--- src/rtl/pex_pkg.sv ---
`timescale 1ns/1ps
package pex_pkg;

    localparam int NSTG    = 5;
    localparam int CAUSE_W = 3;

    localparam int ST_IF  = 0;
    localparam int ST_ID  = 1;
    localparam int ST_EX  = 2;
    localparam int ST_MEM = 3;
    localparam int ST_WB  = NSTG - 1;

    // Lower code means higher priority within one instruction.
    typedef enum logic [CAUSE_W-1:0] {
        CS_NONE    = 3'd0,
        CS_FETCH   = 3'd1,
        CS_ILLEGAL = 3'd2,
        CS_PRIV    = 3'd3,
        CS_ARITH   = 3'd4,
        CS_MEM     = 3'd5
    } cause_e;

    typedef struct packed {
        logic   v;
        logic   fl;
        cause_e cs;
    } tag_t;

    function automatic cause_e decode_cause(input logic illegal, input logic priv);
        if (illegal)   return CS_ILLEGAL;
        else if (priv) return CS_PRIV;
        else           return CS_NONE;
    endfunction

    // A cause already carried by the instruction suppresses any new one.
    function automatic cause_e keep_first(input tag_t t, input cause_e fresh);
        return t.fl ? t.cs : fresh;
    endfunction

endpackage

--- src/rtl/pex_detect.sv ---
`timescale 1ns/1ps
module pex_detect
    import pex_pkg::*;
#(
    parameter int NS         = NSTG,
    parameter int FRONT_KILL = 2
) (
    input  tag_t   [NS-1:0] tag_i,
    input  cause_e [NS-1:0] det_i,
    input  logic            br_kill_i,
    input  logic            restart_i,
    output tag_t   [NS-1:0] eff_o
);

    for (genvar s = 0; s < NS; s++) begin : g_stage
        localparam bit IN_FRONT = (s < FRONT_KILL);
        logic alive;
        assign alive = tag_i[s].v & ~restart_i & ~(br_kill_i & IN_FRONT);
        always_comb begin
            eff_o[s].v  = alive;
            eff_o[s].fl = alive & (tag_i[s].fl | (det_i[s] != CS_NONE));
            eff_o[s].cs = alive ? keep_first(tag_i[s], det_i[s]) : CS_NONE;
        end
    end

endmodule

--- src/rtl/pex_select.sv ---
`timescale 1ns/1ps
module pex_select
    import pex_pkg::*;
#(
    parameter int NS = NSTG
) (
    input  tag_t [NS-1:0] eff_i,
    output logic [NS-1:0] squash_o,
    output logic          any_o,
    output tag_t [NS-2:0] adv_o
);

    // A slot is squashed when any deeper (older) slot carries a fault.
    always_comb begin
        logic acc;
        acc = 1'b0;
        for (int s = NS - 1; s >= 0; s--) begin
            squash_o[s] = acc;
            acc         = acc | eff_i[s].fl;
        end
        any_o = acc;
    end

    for (genvar s = 0; s < NS - 1; s++) begin : g_adv
        always_comb begin
            adv_o[s].v  = eff_i[s].v  & ~squash_o[s];
            adv_o[s].fl = eff_i[s].fl & ~squash_o[s];
            adv_o[s].cs = eff_i[s].cs;
        end
    end

endmodule

--- src/rtl/pex_stages.sv ---
`timescale 1ns/1ps
module pex_stages
    import pex_pkg::*;
#(
    parameter int NS   = NSTG,
    parameter int PC_W = 32
) (
    input  logic            clk,
    input  logic            rst,
    input  logic            fetch_valid_i,
    input  logic [PC_W-1:0] fetch_pc_i,
    input  logic            accept_i,
    input  tag_t [NS-2:0]   adv_i,
    output tag_t [NS-1:0]   tag_o,
    output logic [PC_W-1:0] pc_wb_o
);

    logic [NS-1:0][PC_W-1:0] pc_q;

    always_ff @(posedge clk) begin
        if (rst) begin
            tag_o <= '0;
            pc_q  <= '0;
        end else begin
            tag_o[0].v  <= fetch_valid_i & accept_i;
            tag_o[0].fl <= 1'b0;
            tag_o[0].cs <= CS_NONE;
            pc_q[0]     <= fetch_pc_i;
            for (int s = 1; s < NS; s++) begin
                tag_o[s] <= adv_i[s-1];
                pc_q[s]  <= pc_q[s-1];
            end
        end
    end

    assign pc_wb_o = pc_q[NS-1];

    // a blocked intake leaves the fetch slot empty.
    a_r5_hold_blocks: assert property (@(posedge clk) disable iff (rst)
        !accept_i |=> !tag_o[0].v);

    // at most one recorded fault survives each edge.
    a_r3_one_pending: assert property (@(posedge clk) disable iff (rst)
        $onehot0({tag_o[0].fl & tag_o[0].v, tag_o[1].fl & tag_o[1].v,
                  tag_o[2].fl & tag_o[2].v, tag_o[3].fl & tag_o[3].v,
                  tag_o[NS-1].fl & tag_o[NS-1].v}));

    for (genvar s = 1; s < NS; s++) begin : g_chk
        // a carried cause is never replaced while it travels.
        a_r4_cause_kept: assert property (@(posedge clk) disable iff (rst)
            (adv_i[s-1].fl && tag_o[s-1].fl && tag_o[s-1].v)
                |=> tag_o[s].cs == $past(tag_o[s-1].cs));
    end

endmodule

--- src/rtl/pex_ctrl.sv ---
`timescale 1ns/1ps
module pex_ctrl
    import pex_pkg::*;
#(
    parameter int              PC_W       = 32,
    parameter logic [PC_W-1:0] HANDLER_PC = 32'h0000_0080
) (
    input  logic               clk,
    input  logic               rst,
    input  logic               fetch_valid_i,
    input  logic [PC_W-1:0]    fetch_pc_i,
    input  logic               if_ffault_i,
    input  logic               id_illegal_i,
    input  logic               id_priv_i,
    input  logic               ex_arith_i,
    input  logic               mem_fault_i,
    input  logic               br_kill_i,
    input  logic               restart_i,
    output logic [NSTG-1:0]    live_o,
    output logic               commit_o,
    output logic [PC_W-1:0]    wb_pc_o,
    output logic               fetch_hold_o,
    output logic               redirect_o,
    output logic [PC_W-1:0]    redirect_pc_o,
    output logic [PC_W-1:0]    epc_o,
    output logic [CAUSE_W-1:0] cause_o
);

    tag_t   [NSTG-1:0] tag;
    tag_t   [NSTG-1:0] eff;
    tag_t   [NSTG-2:0] adv;
    cause_e [NSTG-1:0] det;
    logic   [NSTG-1:0] squash;
    logic              any_fault;
    logic              accept;
    logic              take;
    logic [PC_W-1:0]   epc_q;
    cause_e            cause_q;

    always_comb begin
        for (int s = 0; s < NSTG; s++) det[s] = CS_NONE;
        det[ST_IF]  = if_ffault_i ? CS_FETCH : CS_NONE;
        det[ST_ID]  = decode_cause(id_illegal_i, id_priv_i);
        det[ST_EX]  = ex_arith_i  ? CS_ARITH : CS_NONE;
        det[ST_MEM] = mem_fault_i ? CS_MEM   : CS_NONE;
    end

    pex_detect #(.NS(NSTG), .FRONT_KILL(2)) u_detect (
        .tag_i     (tag),
        .det_i     (det),
        .br_kill_i (br_kill_i),
        .restart_i (restart_i),
        .eff_o     (eff)
    );

    pex_select #(.NS(NSTG)) u_select (
        .eff_i    (eff),
        .squash_o (squash),
        .any_o    (any_fault),
        .adv_o    (adv)
    );

    assign accept = ~any_fault & ~restart_i;

    pex_stages #(.NS(NSTG), .PC_W(PC_W)) u_stages (
        .clk           (clk),
        .rst           (rst),
        .fetch_valid_i (fetch_valid_i),
        .fetch_pc_i    (fetch_pc_i),
        .accept_i      (accept),
        .adv_i         (adv),
        .tag_o         (tag),
        .pc_wb_o       (wb_pc_o)
    );

    for (genvar s = 0; s < NSTG; s++) begin : g_live
        assign live_o[s] = eff[s].v & ~eff[s].fl & ~squash[s];
    end

    // The write-back slot is the oldest live instruction: act on its flag.
    assign take          = eff[ST_WB].fl;
    assign commit_o      = eff[ST_WB].v & ~eff[ST_WB].fl;
    assign fetch_hold_o  = any_fault;
    assign redirect_o    = take | restart_i;
    assign redirect_pc_o = restart_i ? epc_q : HANDLER_PC;

    always_ff @(posedge clk) begin
        if (rst) begin
            epc_q   <= '0;
            cause_q <= CS_NONE;
        end else if (take) begin
            epc_q   <= wb_pc_o;
            cause_q <= eff[ST_WB].cs;
        end
    end

    assign epc_o   = epc_q;
    assign cause_o = cause_q;

    // committing and taking an exception never coincide.
    a_r6_no_commit_on_take: assert property (@(posedge clk) disable iff (rst)
        !(commit_o && redirect_o));

    // a taken exception leaves a real cause behind.
    a_r7_cause_set: assert property (@(posedge clk) disable iff (rst)
        (redirect_o && !restart_i) |=> cause_o != CS_NONE);

    // killed front slots do not reach decode or execute.
    a_r8_front_gone: assert property (@(posedge clk) disable iff (rst)
        br_kill_i |=> (!tag[ST_ID].v && !tag[ST_EX].v));

    // restart empties every slot.
    a_r9_restart_empties: assert property (@(posedge clk) disable iff (rst)
        restart_i |=> (!tag[ST_IF].v && !tag[ST_ID].v && !tag[ST_EX].v &&
                       !tag[ST_MEM].v && !tag[ST_WB].v));

endmodule

--- config.mk ---
export PLATFORM = sky130hd
export DESIGN_NAME = pex_ctrl
export DESIGN_NICKNAME = d
export VERILOG_FILES = /design/src/rtl/pex_pkg.sv /design/src/rtl/pex_detect.sv /design/src/rtl/pex_select.sv /design/src/rtl/pex_stages.sv /design/src/rtl/pex_ctrl.sv
export SDC_FILE = /design/constraint.sdc
export NUM_CORES = 1
export LEC_CHECK = 0
export ABC_AREA = 1
export ABC_CLOCK_PERIOD_IN_PS = 1200
export BUFFER_PORTS_ARGS = -buffer_cell sky130_fd_sc_hd__clkbuf_2
export CORE_MARGIN = 2
export CORE_UTILIZATION = 48
export CTS_BUF_LIST = sky130_fd_sc_hd__clkbuf_16
export DETAILED_ROUTE_END_ITERATION = 10
export PLACE_DENSITY = 0.75
export SETUP_SLACK_MARGIN = 0.3
export SYNTH_ARGS = -nofsm -noshare
export SYNTH_HDL_FRONTEND = slang
export SYNTH_SLANG_ARGS = --single-unit
--- constraint.sdc ---
create_clock -name clk -period 1.2 [get_ports clk]
set_clock_uncertainty 0.15 [all_clocks]
set_input_delay 0.24 -clock clk [delete_from_list [all_inputs] [get_ports clk]]
set_output_delay 0.24 -clock clk [all_outputs]
set_load 0.005 [all_outputs]
# [After elaboration in Yosys (flattened, before gate mapping)]
# Cells that the tools add are included.
[totals] ff_bits=216 elab_cells=95
[op_classes] n_reduce_logical=8 n_mux=12 bitwise=55
[op_table] operator="$mux W32" n=1
[op_table] operator="$and A1 B1 Y1" n=31
[op_table] operator="$mux W3" n=8
[op_table] operator="$not A1 Y1" n=15
[op_table] operator="$reduce_bool A3 Y1" n=4
[op_table] operator="$or A1 B1 Y1" n=8
[op_table] operator="$reduce_or A2 Y1" n=4
[op_table] operator="$mux W2" n=2
[op_table] operator="$mux W1" n=1
[op_table] operator="$or A1 B1 Y1 const A" n=1

# [Longest topological paths before layout]
# Gate-level depths: netlist (run 1).
[depth] depth_word=11 mapped_depth=8 mapped_depth_nobuf=6

# [Modules after synthesis]
# Synthesis (run 1) repeated with hierarchy kept, for this count alone.
[unflattened] cells_unflattened=1039 area_unflattened_um2=7937.6
[modules_own_cells] module="pex_stages" area_per_inst_um2=5418.9 instances=1 seq_area_each_um2=3623.5 cells_per_inst=600
[modules_own_cells] module="pex_ctrl" area_per_inst_um2=1865.5 instances=1 seq_area_each_um2=700.7 cells_per_inst=303
[modules_own_cells] module="pex_detect" area_per_inst_um2=434.2 instances=1 seq_area_each_um2=0.0 cells_per_inst=100
[modules_own_cells] module="pex_select" area_per_inst_um2=219.0 instances=1 seq_area_each_um2=0.0 cells_per_inst=36

# [Worst setup path before layout (run 1)]
# OpenSTA, ideal clock, no wires.
[synth_path] path_type="input port to output port" startpoint="in restart_i" endpoint="out live_o[0]" arrival_ps=975 t_required_ps=810 n_path_buf=2 setup_slack_ps=-165 stages=8 cell_sequence="buf_6 > inv_6 > nand2_4 > nor2_4 > buf_6 > nor2_8 > nand4_1 > nor2_1"
[synth_via] elab_chain_len=8 word_cells_on_any_way=20 cone_classes="bitwise (20)"
[synth_lines] item="from (decl)" line="pex_ctrl.sv:18" source="input logic restart_i,"
[synth_lines] item="$not A1 Y1 (*)" line="pex_detect.sv:18" source="assign alive = tag_i[s].v & ~restart_i & ~(br_kill_i & IN_FRONT);"
[synth_lines] item="$and A1 B1 Y1" line="pex_detect.sv:18"
[synth_lines] item="$and A1 B1 Y1" line="pex_detect.sv:21" source="eff_o[s].fl = alive & (tag_i[s].fl | (det_i[s] != CS_NONE));"
[synth_lines] item="$or A1 B1 Y1 (3 in series)" line="pex_select.sv:19" source="acc = acc | eff_i[s].fl;"
[synth_lines] item="$not A1 Y1" line="pex_ctrl.sv:77" source="assign live_o[s] = eff[s].v & ~eff[s].fl & ~squash[s];"
[synth_lines] item="$and A1 B1 Y1 (*)" line="pex_ctrl.sv:77"
[synth_lines] item="to (decl)" line="pex_ctrl.sv:19" source="output logic [NSTG-1:0] live_o,"
# Every way passes the cells marked *; elsewhere a longest branch is shown, timed or not.

# [Worst setup path in the final report (run 1)]
[layout_path] startpoint="reg u_stages.tag_o[8] in the netlist's numbering" endpoint="out live_o[0]"
[layout_via] elab_chain_len=5
[layout_lines] item="from (decl)" line="pex_stages.sv:14" source="output tag_t [NS-1:0] tag_o,"
[layout_lines] item="from (signal, indexed assignment)" line="pex_stages.sv:30" source="tag_o[s] <= adv_i[s-1];"
[layout_lines] item="$or A1 B1 Y1" line="pex_detect.sv:21"
[layout_lines] item="$and A1 B1 Y1" line="pex_detect.sv:21"
[layout_lines] item="$or A1 B1 Y1" line="pex_select.sv:19"
[layout_lines] item="$not A1 Y1" line="pex_ctrl.sv:77"
[layout_lines] item="$and A1 B1 Y1" line="pex_ctrl.sv:77"
# Every way passes these cells.

==> summary.txt, run 1 <==
Status
  – Status: finished, violations left
  – Failing checks: hold timing, setup timing

Hold path
  – Hold Path Stages: 4
  – Worst Hold Class: in2reg
  – Worst Hold Path EP: u_stages.tag_o[10]
  – Hold Path Origin: id_illegal_i

Clocking
  – Clock Latency Late Sink: ~0.49 ns
  – Buffer depth of the longest clock path: 3
  – Clock Pin Slew Worst Setup and Hold Paths: 0.06 ns
  – Clock Tree Root: clkbuf_16
  – Num CTS Buffers: 21
  – H-Tree Depth: 1
  – Post-CTS Hold Fix Bufs: 34
  – CTS sink count: about 210
  – TritonCTS clock tree: built

Final layout
  – Layout cell share with drive strength beyond 1: 39.6%
  – # nets final: 1117
  – Number of fill cells in the layout: a little over 900
  – Area grow syn2layout: 47.4%
  – ANT cells: 0
  – Final Non-Filler Cells: 1267

Logic synthesis
  – Yosys warns: 0
  – Post-synth ARST share: 0%
  – Syn_nets: roughly 880
  – Mapped Area: around 6900 µm²
  – Syn Inst Count: approximately 840
  – EDFF count, synth: 0
  – Post-synthesis cell type count: 26
  – Synth Flop Type: dfxtp_1
  – Average size of a mapped cell: 8.26 µm²
  – Post-synthesis sequential area ratio: 61.7%
  – Flops & latches, synth: ~210

Global routing
  – Initial antenna violation count: 0
  – Largest net degree at the start of global routing: 61
  – Overall global routing resource usage: 17.3%
  – First-pass GRT wire length: 21200 µm
  – Overflow after GRT: 0
  – Vias in the first global route: 4733

Power and ir drop
  – Pleak: a little over 5 nW
  – Flop pwr share: 52.8%
  – Gate power share: 4.6%
  – P per Cell Area: ~1400 nW/µm²
  – P_sw: 2.85 mW
  – Clock power frac: 42.6%
  – Total power draw: 13.8 mW
  – Sw frac: between 20% and 30%
  – P_int: 10.9 mW
  – Maximum VDD drop: between 0.9 and 1 mV

Critical path
  – Arrival time at the worst endpoint: 1.55 ns
  – CP endpoint kind: output port
  – Largest fanout on the critical path: 3
  – RR Endpoint: u_stages.tag_o[8]
  – Worst R2R Setup Slack: -0.65 ns
  – Critical path class: reg2out
  – Critical R2R Launch: u_stages.tag_o[24]
  – CP required: approximately 0.8 ns
  – CP startpoint kind: register
  – FF-to-FF path depth: 12

Die
  – Die ar.: 15400 µm²
  – IO Pins: 149
  – Core Box Area: 14000 µm²
  – Initial Utilization: 49.4%
  – Die H: 124 µm
  – Std cell rows: 43
  – Die width: 124 µm

Placed design
  – GP Congestion: 0.797
  – Port-buffer cells: 148
  – DP Worst Slack: -0.304 ns
  – Detail Placement HPWL: 8190 µm
  – Placed Instances: 1137

Route
  – Avg WL per Cell: 13.0 µm
  – DRC violations left: 0
  – Final wirelength: ~17000 µm
  – Final ANT Viol Nets: 0
  – Via density: 4.34
  – DR vias: 5503
  – Pre-antenna DRT Iters: 4
  – DR iter-0 viols: 352

Run
  – Total of max-cap violations: 0

STA
  – Final min period: 1.94 ns
  – Final WS setup: -0.741 ns
  – Final Hold Fails: 7
  – Worst hold margin: -0.0385 ns
  – Pins over their slew limit: 0
  – Fmax: 0.515 GHz
  – RSZ-0062 raised after global routing: true
  – Final setup viols: 151
  – Slew HR: 84.0%
  – Worst-Margin Slew: 0.237 ns
  – Fin crit share: 162%
worst max-delay path, cell delays in order, from the launching register on:
cell	delay, ns
dfxtp_1	0.33
inv_1	0.09
nand2_1	0.11
nand2_2	0.14
nand4_1	0.15
nor2_1	0.13
buf_2	0.12
worst max path at each step:
stage,from,to,slack [ns]
after floorplan,restart_i,live_o[0],-0.14
after global placement,restart_i,fetch_hold_o,-0.29
final,u_stages.tag_o[8],live_o[0],-0.74
after CTS,u_stages.tag_o[24],fetch_hold_o,-0.65
after detailed placement,restart_i,fetch_hold_o,-0.30
after global routing,u_stages.tag_o[18],live_o[2],-0.82
what timing repair did:
| item | CTS | global route |
|---|---|---|
| endpoints found under the hold margin | 42 | 10 |
| setup endpoints to repair | 159 | 160 |
| resized for setup | 121 | 191 |
| pin swaps | 9 | 23 |
| cloned | 0 | 3 |
| setup buffers | 31 | 27 |
layer usage:
layer  vias up  track usage (%)  share of wire, %
li1       2810                -                 -
met1      2482             20.4                39
met2       163             31.0                52
met3        48             3.25               5.1
met4         0             6.67               3.7
met5         -                0                 0
power groups by stage:
stage	registers [mW]	clock network (mW)	logic [mW]
after floorplan	7.42	0	0.307
after global placement	7.43	0	0.450
after detailed placement	7.43	0	0.458
after CTS	7.27	5.99	0.571
after global routing	7.28	6.29	0.701
final	7.27	5.86	0.630
cell type report:
class,count,area [µm²],area share [%]
Sequential cell,213,4370,42.9
Clock inverter,14,93.8,0.922
Clock buffer,21,526,5.16
Multi-Input combinational cell,354,1880,18.5
Timing Repair Buffer,281,2320,22.8
Inverter,204,773,7.60
Tap cell,180,225,2.21
cells by family (layout without fill, tap and decap cells):
logic type	after synthesis	after routing	share of synthesized area, %
AO/OA/AOI/OAI	40	40	2.90
AND/OR/NAND/NOR	314	314	18.1
flip-flops	213	213	61.7
buffers and inverters	269	520	17.3
sequential cells by signal (all words and copies together) (netlist names):
register and flops:
cause_o 3, epc_o 32, u_stages.pc_q 128, u_stages.pc_wb_o 32, u_stages.tag_o 18
cells in the mapped netlist (2+ instances only):
library cell	count	area [µm²]
a21oi_1	3	15.0
buf_1	2	7.51
buf_2	14	70.1
buf_4	33	248
buf_6	2	22.5
buf_8	2	30.0
clkbuf_1	12	45.0
dfxtp_1	213	4260
inv_1	200	751
inv_2	2	7.51
nand2_1	46	173
nand3_1	5	25.0
nor2_1	250	938
nor3_1	4	20.0
nor3b_1	2	15.0
o21ai_0	17	85.1
o21ai_1	20	100
metrics by stage:
step	setup TNS (ns)	utilization [%]	instance area [µm²]
after floorplan	-0.407	-	7010
final	-32.51	72.8	10200
after CTS	-26.22	66.3	9270
after global routing	-38.26	72.8	10200
after detailed placement	-17.54	55.8	7810
after global placement	-14.99	55.8	7810
cells in the final DEF (no fill, tap or decap), drive strengths merged:
cell type,netlist,routed
clkbuf,12,118
o21ai,37,37
nor3b,2,2
dfxtp,213,213
buf,53,150
nand2,47,47
nor4,1,1
bufinv,0,1
nand3,5,5
dlygate4sd3,0,34
clkinv,1,6
inv,203,209
a21oi,3,3
nor2,252,252
clkinvlp,0,2
nand4,2,2
nor3,5,5
Power figures use the tool's default switching activity.
==> inputs of run 2 (changes only) <==
--- a/config.mk
+++ b/config.mk
@@ -6,13 +6,13 @@
 export NUM_CORES = 1
 export LEC_CHECK = 0
 export ABC_AREA = 1
-export ABC_CLOCK_PERIOD_IN_PS = 1200
+export ABC_CLOCK_PERIOD_IN_PS = 2300
 export BUFFER_PORTS_ARGS = -buffer_cell sky130_fd_sc_hd__clkbuf_2
 export CORE_MARGIN = 2
-export CORE_UTILIZATION = 48
+export CORE_UTILIZATION = 50
 export CTS_BUF_LIST = sky130_fd_sc_hd__clkbuf_16
 export DETAILED_ROUTE_END_ITERATION = 10
-export PLACE_DENSITY = 0.75
+export PLACE_DENSITY = 0.74
 export SETUP_SLACK_MARGIN = 0.3
 export SYNTH_ARGS = -nofsm -noshare
 export SYNTH_HDL_FRONTEND = slang
==> constraint.sdc (replaced) <==
create_clock -name clk -period 2.3 [get_ports clk]
set_clock_uncertainty 0.15 [all_clocks]
set_input_delay 0.46 -clock clk [delete_from_list [all_inputs] [get_ports clk]]
set_output_delay 0.46 -clock clk [all_outputs]
set_load 0.005 [all_outputs]
==> run 2 against run 1 <==
  * The run now ends clean
  * Wire length fell by 29%
  * Setup slack gained 0.94 ns
  * Sequential power down 48%
  * First-iteration DRC count is 32% lower
  * Critical path type unchanged
  * Critical endpoint unchanged
==> summary.txt, run 2 (synthesis gave the netlist of run 1 again) <==
Clocking
  – TritonCTS clock tree: built
  – Clock Pin Slew Worst Setup and Hold Paths: 0.06 ns (about the same)
  – Clock Tree Root: clkbuf_16
  – Clock Latency Late Sink: 0.47 ns (-0.02 ns)
  – Buffer depth of the longest clock path: 3 (unchanged)
  – Post-CTS Hold Fix Bufs: 0 (-100%)
  – Num CTS Buffers: 21 (unchanged)
  – H-Tree Depth: 1 (unchanged)
  – CTS sink count: 213 (unchanged)

Critical path
  – Largest fanout on the critical path: 3 (unchanged)
  – FF-to-FF path depth: 13 (+1)
  – Critical path class: reg2out
  – Arrival time at the worst endpoint: 1.49 ns (-0.06 ns)
  – CP startpoint kind: register
  – Worst R2R Setup Slack: 0.34 ns (+0.99 ns)
  – CP endpoint kind: output port
  – CP required: 1.69 ns (+0.88 ns)

Power and ir drop
  – Pleak: 4.35 nW (-14%)
  – Clock power frac: 43.3% (+0.7 points)
  – Flop pwr share: 53.8% (+1.0 points)
  – P per Cell Area: 849 nW/µm² (-37%)
  – P_sw: 1.44 mW (-50%)
  – Gate power share: 3.0% (-1.6 points)
  – Sw frac: 20.3% (-0.35 points)
  – Maximum VDD drop: 0.528 mV (-46%)
  – Total power draw: 7.05 mW (-49%)
  – P_int: 5.62 mW (-49%)

Route
  – Met1 wire length: 5340 µm (-18%)
  – DRC violations left: 0 (unchanged)
  – DR iter-0 viols: 239 (-32%)
  – DR vias: 4768 (-13%)
  – Pre-antenna DRT Iters: 4 (unchanged)
  – Max layer used: met4
  – Via density: 4.13 (-4.9%)
  – Final wirelength: 11800 µm (-29%)
  – Avg WL per Cell: 10.2 µm (-22%)
  – DR WL met3: 677 µm (-20%)
  – Met2 WL: 5630 µm (-34%)
  – Final ANT Viol Nets: 0 (unchanged)

STA
  – Final Hold Fails: 0 (-7)
  – Fin crit share: between 90% and 100%
  – Final setup viols: 0 (-100%)
  – RSZ-0062 raised after global routing: true
  – Worst hold margin: 0.0176 ns (+0.0561 ns)
  – Final min period: between 2 and 2.5 ns
  – Fmax: roughly 0.48 GHz
  – Slew HR: 56.8% (-27 points)
  – Pins over their slew limit: 0 (unchanged)
  – Worst-Margin Slew: 0.648 ns (+0.411 ns)
  – Setup_tns: 0 ns (+32.51 ns)

Final layout
  – Layout cell share with drive strength beyond 1: 21.8% (-18 points)
  – # nets final: 1006 (-9.9%)
  – Number of fill cells in the layout: 1199 (+29%)
  – Biggest register: u_stages.pc_q
  – Reg area: 4270 µm² (-2.2%)
  – Final instance area: 8310 µm² (-18%)
  – Largest register FFs: 128 (unchanged)
  – Area of the multi-input gates: 1470 µm² (-22%)
  – Final Non-Filler Cells: 1154 (-8.9%)
  – Commonest cells after routing, fill and taps aside: nor2_1 (247), dfxtp_1 (211), inv_1 (206), clkbuf_2 (146), nand2_1 (45)
  – Area grow syn2layout: 20.3%
  – ANT cells: 0 (unchanged)
  – Most common library cell in the layout ignoring fill and taps: nor2_1

Global routing
  – Overall global routing resource usage: 15.8% (-1.5 points)
  – Overflow after GRT: 0 (unchanged)
  – Largest net degree at the start of global routing: 160 (+160%)
  – Vias in the first global route: 4224 (-11%)
  – Initial antenna violation count: 0 (unchanged)
  – First-pass GRT wire length: 19300 µm (-8.9%)

Placed design
  – Port-buffer cells: 148 (unchanged)
  – Placed Area: 7520 µm² (-3.7%)
  – Placed Instances: 1103 (-3.0%)
  – Detail Placement HPWL: 7530 µm (-8.1%)
  – GP Congestion: 0.898 (+13%)

Die
  – Initial Utilization: 51.7% (+2.4 points)
  – Std cell rows: 42 (-2.3%)
  – Die ar.: 14800 µm² (-3.9%)
  – Die H: 122 µm (-2.0%)
  – Core Box Area: 13300 µm² (-4.6%)
  – IO Pins: 149 (unchanged)
  – Die width: 122 µm (-2.0%)

Hold path
  – Hold Path Stages: 3 (-1)
  – Worst Hold Class: in2reg

Status
  – Status: completed

Run
  – Total of max-cap violations: 0 (unchanged)
[run 2: power groups by stage]
stage | clock network [mW] | logic, mW | registers [mW]
floorplan | 0 | 0.141 | 3.87
global placement | 0 | 0.201 | 3.87
detailed placement | 0 | 0.204 | 3.88
CTS | 3.13 | 0.210 | 3.79
global route | 3.31 | 0.244 | 3.80
finish | 3.05 | 0.209 | 3.79
[run 2: worst max-delay path, stage by stage, from the launching register on]
cell and delay, ns:
dfxtp_1 0.31, inv_1 0.08, nand2_1 0.09, nand2_1 0.15, nand4_1 0.15, nor2_1 0.12
buf_2 0.12
[run 2: path summary, 6_finish.rpt]
kind	from	end
worst max-delay path	u_stages.tag_o[8]	live_o[0]
worst max register to register	u_stages.tag_o[8]	u_stages.tag_o[9]
worst min-delay path	fetch_pc_i[2]	u_stages.pc_q[2]
worst min register to register	u_stages.pc_q[52]	u_stages.pc_q[84]
[run 2: per-stage QoR]
stage	util, %	setup WS (ns)
finish	62.2	0.196
global route	62.2	0.116
CTS	61.9	0.194
detailed placement	56.4	0.310
global placement	56.4	0.350
floorplan	-	0.495
[run 2: routing by layer]
| metal | vias up | track usage, % |
|---|---|---|
| li1 | 2581 | - |
| met1 | 2034 | 20.7 |
| met2 | 141 | 27.0 |
| met3 | 12 | 2.39 |
| met4 | 0 | 4.74 |
| met5 | - | 0 |
[run 2: area by class of cell]
cell class / instances / area share [%]
Sequential cell: 213 / 51.4
Multi-Input combinational cell: 354 / 17.7
Timing Repair Buffer: 170 / 11.4
Inverter: 204 / 9.28
Clock buffer: 21 / 6.33
Tap cell: 176 / 2.65
Clock inverter: 16 / 1.17
[run 2: timing repair]
item                                   4_1_cts  5_1_grt
resized for setup                            9        9
endpoints found under the hold margin        0        0
pin swaps                                    5        4
setup endpoints to repair                    5        7
buffers inserted                            12        2
gates cloned                                 0        0
==> inputs of run 3 (changes only) <==
--- a/config.mk
+++ b/config.mk
@@ -5,14 +5,13 @@
 export SDC_FILE = /design/constraint.sdc
 export NUM_CORES = 1
 export LEC_CHECK = 0
-export ABC_AREA = 1
 export ABC_CLOCK_PERIOD_IN_PS = 2300
 export BUFFER_PORTS_ARGS = -buffer_cell sky130_fd_sc_hd__clkbuf_2
 export CORE_MARGIN = 2
 export CORE_UTILIZATION = 50
 export CTS_BUF_LIST = sky130_fd_sc_hd__clkbuf_16
 export DETAILED_ROUTE_END_ITERATION = 10
-export PLACE_DENSITY = 0.74
+export PLACE_DENSITY = 0.75
 export SETUP_SLACK_MARGIN = 0.3
 export SYNTH_ARGS = -nofsm -noshare
 export SYNTH_HDL_FRONTEND = slang
==> run 3 against run 2 <==
  * The flow now finishes with violations (setup timing)
  * Design area shrank 2.6%
  * First-iteration DRC count shrank 17%
  * Maximum frequency shrank 11%
  * Sequential cell count is the same
  * Global-route usage shrank 0.57 points
  * Die area shrank 4.4%
  * Via count shrank 14%
  * Clock power grew 2%
  * Cell count shrank 19%
  * Combinational power shrank 6%
  * Register-to-register slack gained 0.36 ns
==> summary.txt, run 3 <==
Clocking
  – Num CTS Buffers: 20 (-4.8%)
  – Clock Latency Late Sink: 0.46 ns (about the same)
  – CTS sink count: 213 (unchanged)
  – H-Tree Depth: 1 (unchanged)
  – TritonCTS clock tree: built
  – Clock Pin Slew Worst Setup and Hold Paths: 0.06 ns (about the same)
  – Buffer depth of the longest clock path: 3 (unchanged)
  – Clock Tree Root: clkbuf_16

Route
  – Via density: 4.38 (+5.9%)
  – Pre-antenna DRT Iters: 4 (unchanged)
  – DR iter-0 viols: 198 (-17%)
  – DRC violations left: 0 (unchanged)
  – Avg WL per Cell: 11.6 µm (+13%)
  – DR vias: 4092 (-14%)
  – Final wirelength: 10800 µm (-8.4%)
  – Final ANT Viol Nets: 0 (unchanged)

Die
  – IO Pins: 149 (unchanged)
  – Die width: 119 µm (-2.2%)
  – Die ar.: 14100 µm² (-4.4%)
  – Core Box Area: 12800 µm² (-4.3%)
  – Std cell rows: 41 (-2.4%)
  – Die H: 119 µm (-2.2%)
  – Initial Utilization: 51.6% (-0.11 points)

Critical path
  – Arrival time at the worst endpoint: 1.76 ns (+0.27 ns)
  – RR Endpoint: epc_o[9]
  – CP startpoint kind: register
  – CP endpoint kind: output port
  – CP required: 1.69 ns (about the same)
  – Crit-path max cell delay: 0.41 ns (+0.10 ns)
  – Largest fanout on the critical path: 2 (-1)
  – CP Cell Sequence: or3b_4 -> or4_1 -> nor2_1 -> buf_2
  – FF-to-FF path depth: 6 (-7)
  – Critical path class: reg2out
  – Worst R2R Setup Slack: 0.70 ns (+0.36 ns)
  – Critical path's slowest cell: or4_1
  – Family with the most delay on the worst path: simple AND/OR/NAND/NOR gates
  – Critical path buffers and inverters: 1 (-1)
  – Critical R2R Launch: u_stages.tag_o[24]

Status
  – Failing checks: setup timing
  – Status: finished, violations left

Global routing
  – Initial antenna violation count: 0 (unchanged)
  – Met3 usage: 3.35% (+0.96 points)
  – First-pass GRT wire length: 18300 µm (-5.0%)
  – Met1 usage: 20.2% (-0.45 points)
  – Vias in the first global route: 3890 (-7.9%)
  – Overflow after GRT: 0 (unchanged)
  – Largest net degree at the start of global routing: 122 (-24%)
  – Most Crowded Layer GR: met2
  – Overall global routing resource usage: 15.2% (-0.57 points)
  – GR Util met2: 24.7% (-2.3 points)

Placed design
  – Placed Instances: 890 (-19%)
  – Placed Area: 7250 µm² (-3.7%)
  – GP Congestion: 0.873 (-2.8%)
  – Detail Placement HPWL: 7160 µm (-4.9%)
  – Port-buffer cells: 148 (unchanged)

Logic synthesis
  – Most frequent cell after synthesis: dfxtp_1
  – Syn_nets: 672 (-23%)
  – Post-synth ARST share: 0% (unchanged)
  – Syn Inst Count: 630 (-25%)
  – Yosys warns: 0 (unchanged)
  – Synth Flop Type: dfxtp_1
  – Share of the synthesized area in the top cell type: 64.7% (+2.9 points)
  – Mapped Area: 6600 µm² (-4.5%)
  – Flops & latches, synth: 213 (unchanged)
  – Top cells by area, synth: dfxtp_1 (65%), nor2b_1 (15%), nand2_1 (4.4%)
  – Leading area contributor after synthesis: dfxtp_1
  – Average size of a mapped cell: 10.5 µm² (+27%)
  – List of most frequent post-synthesis cells: dfxtp_1 (213), nor2b_1 (160), nand2_1 (78)
  – EDFF count, synth: 0 (unchanged)
  – Post-synthesis sequential area ratio: 64.7% (+2.9 points)
  – Post-synthesis cell type count: 24 (-7.7%)

Final layout
  – # nets final: 792 (-21%)
  – Final instance area: 8090 µm² (-2.6%)
  – Largest register FFs: 128 (unchanged)
  – ANT cells: 0 (unchanged)
  – Most common library cell in the layout ignoring fill and taps: dfxtp_1
  – Layout cell share with drive strength beyond 1: 27.7% (+5.9 points)
  – Post-layout util: 63.3% (+1.1 points)
  – Area grow syn2layout: 22.7%
  – Commonest cells after routing, fill and taps aside: dfxtp_1 (209), nor2b_1 (160), clkbuf_2 (142), nand2_1 (78), a21oi_1 (38)
  – Final Non-Filler Cells: 935 (-19%)
  – Number of fill cells in the layout: 1055 (-12%)
  – Biggest register: u_stages.pc_q

STA
  – Final min period: 2.37 ns (+0.261 ns)
  – Final WS setup: -0.0655 ns (-0.261 ns)
  – Final Hold Fails: 0 (unchanged)
  – Pins over their slew limit: 0 (unchanged)
  – Fmax: 0.423 GHz (-11%)
  – Slew HR: 67.6% (+11 points)
  – Setup_tns: -0.0655 ns (-0.0655 ns)
  – Final setup viols: 1 (+1)
  – Worst-Margin Slew: 0.486 ns (-0.163 ns)
  – Fin crit share: 103% (+11 points)
  – RSZ-0062 raised after global routing: true

Run
  – Total of max-cap violations: 0 (unchanged)

Power and ir drop
  – Pleak: 3.48 nW (-20%)
  – Total power draw: 7.10 mW (+0.62%)
  – Maximum VDD drop: 0.454 mV (-14%)
  – P per Cell Area: 877 nW/µm² (+3.3%)

Hold path
  – Worst Hold Class: in2reg
  – Hold Path Origin: fetch_pc_i[9]
  – Hold Path Stages: 2 (-1)
  – Worst Hold Path EP: u_stages.pc_q[9]
## run 3: what timing repair did
item,in CTS,in global routing
gates cloned,0,0
resized for setup,22,10
setup buffers,6,4
setup endpoints to repair,4,8
hold buffers,0,0
pin swaps,8,6
## run 3: how the worst max path moves through the flow
stage / to / slack [ns] / start / cells after the start
after floorplan: live_o[1] / 0.34 / restart_i / 3
after global placement: live_o[1] / 0.15 / restart_i / 5
after detailed placement: live_o[1] / 0.11 / restart_i / 5
after CTS: live_o[1] / -0.09 / u_stages.tag_o[9] / 4
after global routing: live_o[1] / -0.11 / u_stages.tag_o[9] / 4
final: live_o[1] / -0.07 / u_stages.tag_o[9] / 4
## run 3: logic make-up (layout without fill, tap and decap cells)
group / after synthesis / count (layout) / synth area share [%]
buffers and inverters: 67 / 200 / 5.90
and+or+nand+nor: 308 / 308 / 26.0
DFF: 213 / 213 / 64.7
AOI/OAI and AO/OA: 42 / 42 / 3.45
## run 3: area by class of cell
| class | count | area, µm² | area share [%] |
|---|---|---|---|
| Clock buffer | 21 | 526 | 6.50 |
| Tap cell | 172 | 215 | 2.66 |
| Clock inverter | 14 | 119 | 1.47 |
| Multi-Input combinational cell | 350 | 2040 | 25.2 |
| Sequential cell | 213 | 4270 | 52.8 |
| Timing Repair Buffer | 165 | 917 | 11.3 |
## run 3: metal layers
layer / up-vias / wire [µm]
met5: - / 0
met4: 0 / 252
met3: 20 / 582
met2: 128 / 5000
met1: 1788 / 4970
li1: 2156 / -
## run 3: metrics by stage
step	setup WS (ns)	hold WS, ns
finish	-0.0655	0.0509
global route	-0.110	0.0344
CTS	-0.0864	0.0314
detailed placement	0.113	0.263
global placement	0.151	0.266
floorplan	0.341	0.253
## run 3: worst register-to-register path: cells and delay by family (launching register included)
family	cells	cell delay, ns
buffers and inverters	3	0.57
AND/OR/NAND/NOR	2	0.31
AO/OA/AOI/OAI	1	0.17
flip-flops	1	0.33
## run 3: power by group
part	leakage, nW	switching [mW]	total (mW)	internal, mW
registers	1.74	0.0182	3.79	3.77
logic	1.42	0.102	0.196	0.0944
clock network	0.320	1.24	3.11	1.87
